--- src/rtl/fifo_dm_pkg.sv ---
package fifo_dm_pkg;
  // strobes from control to datapath, one cycle's worth
  typedef struct packed {
    logic push;        // store wrData at the write pointer
    logic pop;         // load rdData from the read pointer and advance it
    logic rewind;      // move the read pointer back to address 0
    logic rewindLoad;  // with rewind: also show address 0 at once
    logic clear;       // zero the pointers and the output word
  } fifoStrobes_t;
endpackage

--- src/rtl/fifo_dm_datapath.sv ---
module fifo_dm_datapath
  import fifo_dm_pkg::*;
#(
  parameter int DATA_W = 16,
  parameter int ADDR_W = 3
) (
  input  logic              clk,
  input  fifoStrobes_t      stb,
  input  logic [DATA_W-1:0] wrData,
  output logic [DATA_W-1:0] rdData
);
  localparam int DEPTH = 1 << ADDR_W;

  logic [DATA_W-1:0] mem [DEPTH];
  logic [ADDR_W-1:0] wrPtr;
  logic [ADDR_W-1:0] rdPtr;

  always_ff @(posedge clk) begin
    if (stb.push && !stb.clear) mem[wrPtr] <= wrData;
  end

  always_ff @(posedge clk) begin
    if (stb.clear) begin
      wrPtr  <= '0;
      rdPtr  <= '0;
      rdData <= '0;
    end else begin
      if (stb.push) wrPtr <= wrPtr + 1'b1;
      if (stb.rewind) begin
        if (stb.rewindLoad) begin
          rdData <= mem[0];
          rdPtr  <= ADDR_W'(1);
        end else begin
          rdPtr  <= '0;
        end
      end else if (stb.pop) begin
        rdData <= mem[rdPtr];
        rdPtr  <= rdPtr + 1'b1;
      end
    end
  end


  nopush_on_rewind_chk: assert property (@(posedge clk) disable iff (stb.clear)
    stb.rewind |-> !stb.push && !stb.pop);
endmodule

--- src/rtl/fifo_dm_ctrl.sv ---
module fifo_dm_ctrl
  import fifo_dm_pkg::*;
#(
  parameter int ADDR_W = 3
) (
  input  logic              clk,
  input  logic              mstRstN,
  input  logic              prtRstN,
  input  logic              fwftSel,
  input  logic              wrEn,
  input  logic              rdEn,
  input  logic              rtEn,
  output fifoStrobes_t      stb,
  output logic              rdStatus,
  output logic              wrStatus,
  output logic [ADDR_W:0]   fillLevel
);
  localparam int CW = ADDR_W + 1;
  localparam logic [CW-1:0] DEPTH_C = CW'(1 << ADDR_W);

  logic          modeFwft;
  logic [CW-1:0] occ;       // words owned by the reader side
  logic [CW-1:0] memCnt;    // words still in the RAM
  logic [CW-1:0] wrTotal;   // writes since reset, saturating
  logic          outValid;  // fall-through output register holds a word

  logic rstAny, isFull, wrAcc, rdAcc, popMem, rtLoad;

  always_comb begin
    rstAny = !mstRstN || !prtRstN;
    isFull = (occ == DEPTH_C);
    wrAcc  = wrEn && !isFull && !rtEn;
    if (modeFwft) begin
      rdAcc  = rdEn && outValid && !rtEn;
      popMem = (memCnt != '0) && (!outValid || rdAcc) && !rtEn;
    end else begin
      rdAcc  = rdEn && (occ != '0) && !rtEn;
      popMem = rdAcc;
    end
    rtLoad = modeFwft && (wrTotal != '0);
    stb.push       = wrAcc;
    stb.pop        = popMem;
    stb.rewind     = rtEn;
    stb.rewindLoad = rtLoad;
    stb.clear      = rstAny;
  end

  always_ff @(posedge clk) begin
    if (!mstRstN) modeFwft <= fwftSel;
  end

  always_ff @(posedge clk) begin
    if (rstAny) begin
      occ      <= '0;
      memCnt   <= '0;
      wrTotal  <= '0;
      outValid <= 1'b0;
    end else if (rtEn) begin
      occ <= wrTotal;
      if (rtLoad) begin
        memCnt   <= wrTotal - CW'(1);
        outValid <= 1'b1;
      end else begin
        memCnt   <= modeFwft ? '0 : wrTotal;
        outValid <= 1'b0;
      end
    end else begin
      occ    <= occ + CW'(wrAcc) - CW'(rdAcc);
      memCnt <= memCnt + CW'(wrAcc) - CW'(popMem);
      if (modeFwft && popMem) outValid <= 1'b1;
      else if (rdAcc)         outValid <= 1'b0;
      if (wrAcc && wrTotal != DEPTH_C) wrTotal <= wrTotal + CW'(1);
    end
  end

  assign rdStatus  = modeFwft ? outValid : (occ == '0);
  assign wrStatus  = modeFwft ? !isFull : isFull;
  assign fillLevel = occ;


  occ_bound_chk: assert property (@(posedge clk) disable iff (rstAny)
    occ <= DEPTH_C);

  fwft_occ_chk: assert property (@(posedge clk) disable iff (rstAny)
    modeFwft |-> occ == memCnt + CW'(outValid));

  empty_read_chk: assert property (@(posedge clk) disable iff (rstAny)
    (!modeFwft && occ == '0 && rdEn && !wrEn && !rtEn) |=> occ == '0);

  rewind_level_chk: assert property (@(posedge clk) disable iff (rstAny)
    rtEn |=> occ == $past(wrTotal));

  mode_hold_chk: assert property (@(posedge clk) disable iff (!mstRstN)
    mstRstN |=> $stable(modeFwft));
endmodule

--- src/rtl/fifo_dualmode.sv ---
module fifo_dualmode
  import fifo_dm_pkg::*;
#(
  parameter int DATA_W = 16,
  parameter int ADDR_W = 3
) (
  input  logic              clk,
  input  logic              mstRstN,
  input  logic              prtRstN,
  input  logic              fwftSel,
  input  logic              wrEn,
  input  logic [DATA_W-1:0] wrData,
  input  logic              rdEn,
  input  logic              rtEn,
  output logic [DATA_W-1:0] rdData,
  output logic              rdStatus,
  output logic              wrStatus,
  output logic [ADDR_W:0]   fillLevel
);
  fifoStrobes_t stb;

  fifo_dm_ctrl #(.ADDR_W(ADDR_W)) u_ctrl (
    .clk(clk), .mstRstN(mstRstN), .prtRstN(prtRstN), .fwftSel(fwftSel),
    .wrEn(wrEn), .rdEn(rdEn), .rtEn(rtEn), .stb(stb),
    .rdStatus(rdStatus), .wrStatus(wrStatus), .fillLevel(fillLevel)
  );

  fifo_dm_datapath #(.DATA_W(DATA_W), .ADDR_W(ADDR_W)) u_dp (
    .clk(clk), .stb(stb), .wrData(wrData), .rdData(rdData)
  );
endmodule

--- config.mk ---
export PLATFORM = sky130hd
export DESIGN_NAME = fifo_dualmode
export DESIGN_NICKNAME = d
export VERILOG_FILES = /design/src/rtl/fifo_dm_pkg.sv /design/src/rtl/fifo_dm_datapath.sv /design/src/rtl/fifo_dm_ctrl.sv /design/src/rtl/fifo_dualmode.sv
export SDC_FILE = /design/constraint.sdc
export NUM_CORES = 1
export LEC_CHECK = 0
export BUFFER_PORTS_ARGS = -buffer_cell sky130_fd_sc_hd__buf_2
export CAP_MARGIN = 0
export CORE_MARGIN = 10
export CORE_UTILIZATION = 44
export DETAILED_ROUTE_END_ITERATION = 6
export GPL_ROUTABILITY_DRIVEN = 0
export PLACE_DENSITY = 0.58
export SYNTH_ARGS = -nofsm -noshare
export SYNTH_HDL_FRONTEND = slang
export SYNTH_SLANG_ARGS = --single-unit
export TNS_END_PERCENT = 100
--- constraint.sdc ---
create_clock -name clk -period 3.76 [get_ports clk]
set_clock_uncertainty 0.2 [all_clocks]
set_input_delay 0.752 -clock clk [delete_from_list [all_inputs] [get_ports clk]]
set_output_delay 0.752 -clock clk [all_outputs]
set_load 0.05 [all_outputs]
## Yosys cells after proc, flatten, opt, wreduce, memory -nomap -nowiden

Memories as Yosys holds them, arrays and structs flattened. A register that Yosys moved wholly into a read port is not among the register bits.
Index checks and enable logic that the tools add are counted.

- Register bits after elaboration: 36
- RAM bits: 128
- Input port bits: 23
- Output and inout bits: 22
- Word-level logic and storage cells: 71
- Memories kept: 1

Memory list:

| name | words | width | rd ports | clocked after Yosys merged registers in | write ports | RTL line | RTL |
|---|---|---|---|---|---|---|---|
| u_dp.mem | 8 | 16 | 2 | 1 | 1 | fifo_dm_datapath.sv:14 | `logic [DATA_W-1:0] mem [DEPTH];` |

- $add $sub $neg: 8
- Eq/ne operators: 3
- Multiplexer cells: 22
- Bitwise logic cells: 1
- Reduce and logical (&&, ||, !) cells: 28

Operator list:

| operator | number |
|---|---|
| 16-bit 2-to-1 mux | 3 |
| 4-bit 2-to-1 mux | 4 |
| 1-bit logical AND | 12 |
| 3-bit 2-to-1 mux | 4 |
| 4-bit nonzero test | 3 |
| 1-bit 2-to-1 mux | 11 |
| 4-bit by 1-bit adder with 4-bit output | 2 |
| 4-bit by 1-bit subtractor with 4-bit output | 2 |
| 3-bit by 1-bit adder with 3-bit output (second input constant) | 2 |
| 1-bit zero test | 6 |
| 4-bit by 1-bit adder with 4-bit output (second input constant) | 1 |
| 4-bit equality test (second input constant) | 1 |
| 4-bit zero test | 1 |
| 4-bit inequality test (second input constant) | 1 |
| 2-bit AND reduction | 2 |
| 4-bit by 1-bit subtractor with 4-bit output (second input constant) | 1 |
| 3-bit nonzero test | 1 |
| 1-bit logical OR | 2 |
| 2-bit by 1-bit inequality test with 1-bit output (second input constant) | 1 |
| 2-bit nonzero test | 1 |
| 1-bit NOT | 1 |

## Depth between registers and ports, before layout

- Depth after elaboration: 10
- Depth in mapped cells: 13
- Gate-level depth less buffers: 13

## Modules after synthesis

A second synthesis with hierarchy kept.

- Cell total of the unflattened synthesis: 524
- Area total of the unflattened synthesis: 7144.4 µm²

By module, submodules not included:

| module | times used | cells an instance | area an instance (µm²) | seq. area each (µm²) |
|---|---|---|---|---|
| fifo_dm_datapath | 1 | 396 | 6033.3 | 4344.2 |
| fifo_dm_ctrl | 1 | 128 | 1111.1 | 290.3 |

## Least setup slack after synthesis

Ideal clock, no wire load.

- Path kind: register to register
- Start: register u_ctrl.occ[2] (netlist: u_ctrl.fillLevel[2])
- End: memory u_dp.mem[1][0] (enable)
- Library setup time: 0.409 ns
- Data arrival time: 2.911 ns
- Required time: 3.151 ns
- Path slack: 0.240 ns
- Stages on the path, launching flop included: 9
- Buffers on the path: 2
- Clock period less this slack: 3.520 ns
- Cells stage by stage: dfxtp_1 -> inv_1 -> ha_1 -> or3b_1 -> clkbuf_1 -> and2_1 -> buf_2 -> nand3_1 -> nor3_1

- Word-level cells in the longest chain between the ends: 7

RTL lines:

| item | RTL line | RTL |
|---|---|---|
| start, declared | fifo_dm_ctrl.sv:22 | `logic [CW-1:0] occ;` |
| start signal, assigned | fifo_dm_ctrl.sv:59 | `occ <= wrTotal;` |
| start signal, assigned | fifo_dm_ctrl.sv:68 | `occ <= occ + CW'(wrAcc) - CW'(rdAcc);` |
| 4-bit equality test | fifo_dm_ctrl.sv:31 | `isFull = (occ == DEPTH_C);` |
| 1-bit zero test | fifo_dm_ctrl.sv:32 | `wrAcc = wrEn && !isFull && !rtEn;` |
| 1-bit logical AND (2 in a row) | fifo_dm_ctrl.sv:32 |  |
| 1-bit logical AND | fifo_dm_datapath.sv:19 | `if (stb.push && !stb.clear) mem[wrPtr] <= wrData;` |
| 1-bit 2-to-1 mux | fifo_dm_datapath.sv:19 |  |
| 1-bit 2-to-1 mux (implied by the code) | fifo_dm_datapath.sv:19 |  |
| end, declared | fifo_dm_datapath.sv:14 |  |

No other way between the ends.

## Worst setup path after layout

- Start: register u_ctrl.modeFwft
- End: register u_ctrl.memCnt[1]

- Word-level cells in the longest chain between the ends: 3
- Elaborated cells on any way between the ends: 6
- Those cells by class: add/sub (1); mux (4); reduce/logical (1)

RTL lines:

| item | RTL line | RTL |
|---|---|---|
| start, declared | fifo_dm_ctrl.sv:21 | `logic modeFwft;` |
| start signal, assigned | fifo_dm_ctrl.sv:49 | `if (!mstRstN) modeFwft <= fwftSel;` |
| 1-bit 2-to-1 mux, or another cell as far along | fifo_dm_ctrl.sv:33 | `if (modeFwft) begin` |
| 4-bit by 1-bit subtractor with 4-bit output / 4-bit 2-to-1 mux (equally long branches) | fifo_dm_ctrl.sv:69, fifo_dm_ctrl.sv:60 |  |
| 4-bit 2-to-1 mux * | fifo_dm_ctrl.sv:58 | `end else if (rtEn) begin` |
| end signal, assigned | fifo_dm_ctrl.sv:61 | `memCnt <= wrTotal - CW'(1);` |
| end signal, assigned | fifo_dm_ctrl.sv:64 | `memCnt <= modeFwft ? '0 : wrTotal;` |
| end signal, assigned | fifo_dm_ctrl.sv:69 | `memCnt <= memCnt + CW'(wrAcc) - CW'(popMem);` |
| end, declared | fifo_dm_ctrl.sv:23 | `logic [CW-1:0] memCnt;` |

Mark *: on every way between the ends. The rest lies on a longest branch, timed or not.
A chain may end at the register's enable or synchronous reset.

==> results.sh <==
export IMPL_area_growth_pct=15.9
export IMPL_yosys_area_share_adder_pct=3.34
export IMPL_dieArea_um2=20900
export IMPL_power_density_nw_per_um2=508
export IMPL_startpoint="u_ctrl.modeFwft$_DFFE_PN_"
export IMPL_crit_fanout=12
export IMPL_cts_resized=0
export IMPL_finalCritPeriodShare_pct=83.5
export IMPL_synth_warnings=0
export IMPL_drt_first_pass_iters=4
export IMPL_yosys_area_share_simple_pct=6.00
export IMPL_utilization_pct=52.0
export IMPL_syn_nets=447
export IMPL_syn_avg_cell_area_um2=16.7
export IMPL_timing_reg2reg_worst_path_depth=10
export IMPL_drtIter0Drc=196
export IMPL_ant_nets=0
export IMPL_vias_per_cell=5.48
export IMPL_grt_pass1_wl_mm=21.8
export IMPL_netlist_instances=407
export IMPL_clk_latency_ns=0.43
export IMPL_synth_edf_count=129
export IMPL_period_needed_ns=3.14
export IMPL_ys_seq_area_share_pct=68.0
export IMPL_ir_worst_vdd_v=0.000362
export IMPL_detail_route_wl_per_cell_um=20.7
export IMPL_crit_top_cell="inv_1"
export IMPL_final_cells=665
export IMPL_hold_start="u_dp.rdData[8]$_SDFFE_PP0P_"
export IMPL_cts_clk_slew_worst_paths_ns=0.06
export IMPL_hold_viol_final=0
export IMPL_cp_start_kind="flip-flop"
export IMPL_cts_sinks=167
export IMPL_synth_cell_type_count=45
export IMPL_final_fill_count=1241
export IMPL_seq_area_um2=4640
export IMPL_intPower_mw=3.18
export IMPL_cts_buffer_depth=2
export IMPL_grt_pass1_vias=3852
export IMPL_multi_input_area_um2=1980
export IMPL_initial_utilization_pct=44.8
export IMPL_h_tree_depth=4
export IMPL_hold_depth=1
export IMPL_num_rows=45
export IMPL_synth_mux_area_share_pct=13.2
export IMPL_ys_ff_latch=167
export IMPL_switchingPower_uw=841
export IMPL_power_frac_comb_pct=4.3
export IMPL_synth_top_cell_by_area="edfxtp_1"
export IMPL_critical_path_slowest_cell="or4b_4"
export IMPL_end_kind="flip-flop"
export IMPL_seq_power_share_pct=50.0
export IMPL_synth_compound_area_share_pct=5.10
export IMPL_synth_main_ff_cell="edfxtp_1"
export IMPL_cts_tree="done"
export IMPL_fmax_mhz=319
export IMPL_status="finished, final reports clean"
export IMPL_rsz0062_at_grt="no"
export IMPL_grt_max_degree=33
export IMPL_synthTopCellsByCount="edfxtp_1 (129), dfxtp_1 (38), nor2_1 (33)"
export IMPL_grtUsageTotal_pct=14.2
export IMPL_drive_gt1_share_pct=27.5
export IMPL_postCtsSetupRepairBufs=0
export IMPL_synth_top_family_by_area="multiplexers"
export IMPL_tightest_slew_ns=0.606
export IMPL_drv_slew=0
export IMPL_arrival_ns=3.30
export IMPL_vias=3646
export IMPL_leakagePower_nw=2.70
export IMPL_r2r_start="u_ctrl.modeFwft$_DFFE_PN_"
export IMPL_yosysMostFrequentCell="edfxtp_1"
export IMPL_setup_viol=0
export IMPL_cts_root_buf="clkbuf_16"
export IMPL_synth_xor_area_share_pct=1.28
export IMPL_maxCapViolations=0
export IMPL_io_buffer_count=44
export IMPL_cp_required_ns=3.92
export IMPL_dp_hpwl_mm=8.36
export IMPL_coreArea_um2=15200
export IMPL_antenna_cells=0
export IMPL_p_clk_share_pct=45.7
export IMPL_async_flop_share_pct=0
export IMPL_antenna_found_initial=0
export IMPL_fin_nets=504
export IMPL_path_cells="or4b_4 > o2111ai_4 > inv_1 > ha_1 > inv_1 > ha_1 > inv_1 > fa_1 > o221a_2 > nor2_1"
export IMPL_postCtsHoldBufs=0
export IMPL_mappedNetlistArea_um2=6820
export IMPL_timing_hold_ws_ns=0.278
export IMPL_dp_cells=633
export IMPL_die_w_um=144
export IMPL_hp_class="reg2reg"
export IMPL_ioPinCount=45
export IMPL_overflow=0
export IMPL_post_route_drc_count=0
export IMPL_critPathKind="reg2reg"
export IMPL_switching_share_pct=20.9
export IMPL_die_h_um=144
export IMPL_fin_tns_setup_ns=0
export IMPL_yosys_area_top_type_share_pct=56.8
export IMPL_drt_wl_total_mm=13.8
export IMPL_cts_made_buffers=17
export IMPL_relSlewSlack_pct=59.6
export IMPL_max_stage_delay_ns=0.66
export IMPL_ys_top_cells_by_area="edfxtp_1 (57%), dfxtp_1 (11%), mux4_2 (11%)"
==> metrics by stage <==
stage | cell area [um^2] | power, mW | setup slack, ns
floorplan | 6820 | 2.17 | 0.240
global placement | 7270 | 2.22 | 0.600
detailed placement | 7270 | 2.22 | 0.492
CTS | 7900 | 4.06 | 0.610
global route | 7900 | 4.15 | 0.481
finish | 7900 | 4.02 | 0.622
==> worst max-delay path: cells and delay by family (launching register included) <==
| family | cells | cell delay [ns] |
|---|---|---|
| adder cells (fa/ha/maj) | 3 | 0.89 |
| flip-flops | 1 | 0.59 |
| AO/OA/AOI/OAI | 2 | 0.43 |
| AND/OR/NAND/NOR | 2 | 0.74 |
| buffers and inverters | 3 | 0.24 |
==> cell usage in the layout, fill, tap and decap left out, drive strengths merged, types with 3 or more instances in the layout <==
master	instances
nand3	10
nor2	33
edfxtp	129
inv	24
mux4	32
buf	58
xnor2	7
nor3	3
clkbuf	18
bufinv	4
o21ai	4
clkinv	3
xor2	3
and2	3
and3	3
clkinvlp	4
a21oi	9
nand2	16
a221o	16
ha	15
dfxtp	38
mux2i	17
==> routing by layer <==
layer	routed length (um)	share of wire (%)	track usage, %	vias up
li1	-	-	-	1690
met1	6300	46	18.4	1889
met2	6730	49	22.2	51
met3	548	4.0	4.53	16
met4	173	1.3	4.36	0
met5	0	0	0	-
==> registers in the layout, summed over array words and instances, names as in the netlist, named ones only <==
name,flops
u_ctrl.modeFwft,1
u_ctrl.wrTotal,4
u_dp.rdData,16
u_ctrl.memCnt,4
u_ctrl.fillLevel,4
u_dp.wrPtr,3
u_dp.mem,128
u_ctrl.outValid,1
u_dp.rdPtr,3
==> power groups by stage <==
stage	clock, mW	combinational, mW	sequential (mW)
detailed placement	0	0.174	2.05
CTS	1.87	0.175	2.01
finish	1.83	0.172	2.01
global route	1.95	0.191	2.01
floorplan	0	0.102	2.06
global placement	0	0.171	2.05
==> cells by family (layout without fill, tap and decap cells) <==
| logic type | Yosys count | after routing |
|---|---|---|
| multiplexers | 50 | 50 |
| XOR/XNOR | 10 | 10 |
| flip-flops | 167 | 167 |
| AO/OA/AOI/OAI | 39 | 39 |
| buffers and inverters | 41 | 111 |
| adder cells (fa/ha/maj) | 17 | 17 |
| AND/OR/NAND/NOR | 83 | 83 |
==> layout make-up <==
type                            count  share of cell area (%)
Clock buffer                       18                    5.43
Clock inverter                     14                    2.52
Inverter                           21                   0.998
Multi-Input combinational cell    199                    25.1
Sequential cell                   167                    58.7
Tap cell                          188                    2.98
Timing Repair Buffer               58                    4.28
==> worst paths after layout <==
check,to,slack [ns]
min reg2reg,u_dp.rdData[8]$_SDFFE_PP0P_,0.28
max reg2reg,u_ctrl.memCnt[1]$_SDFF_PP0_,0.62
min,u_dp.rdData[8]$_SDFFE_PP0P_,0.28
max,u_ctrl.memCnt[1]$_SDFF_PP0_,0.62
Power figures use the tool's default switching activity.
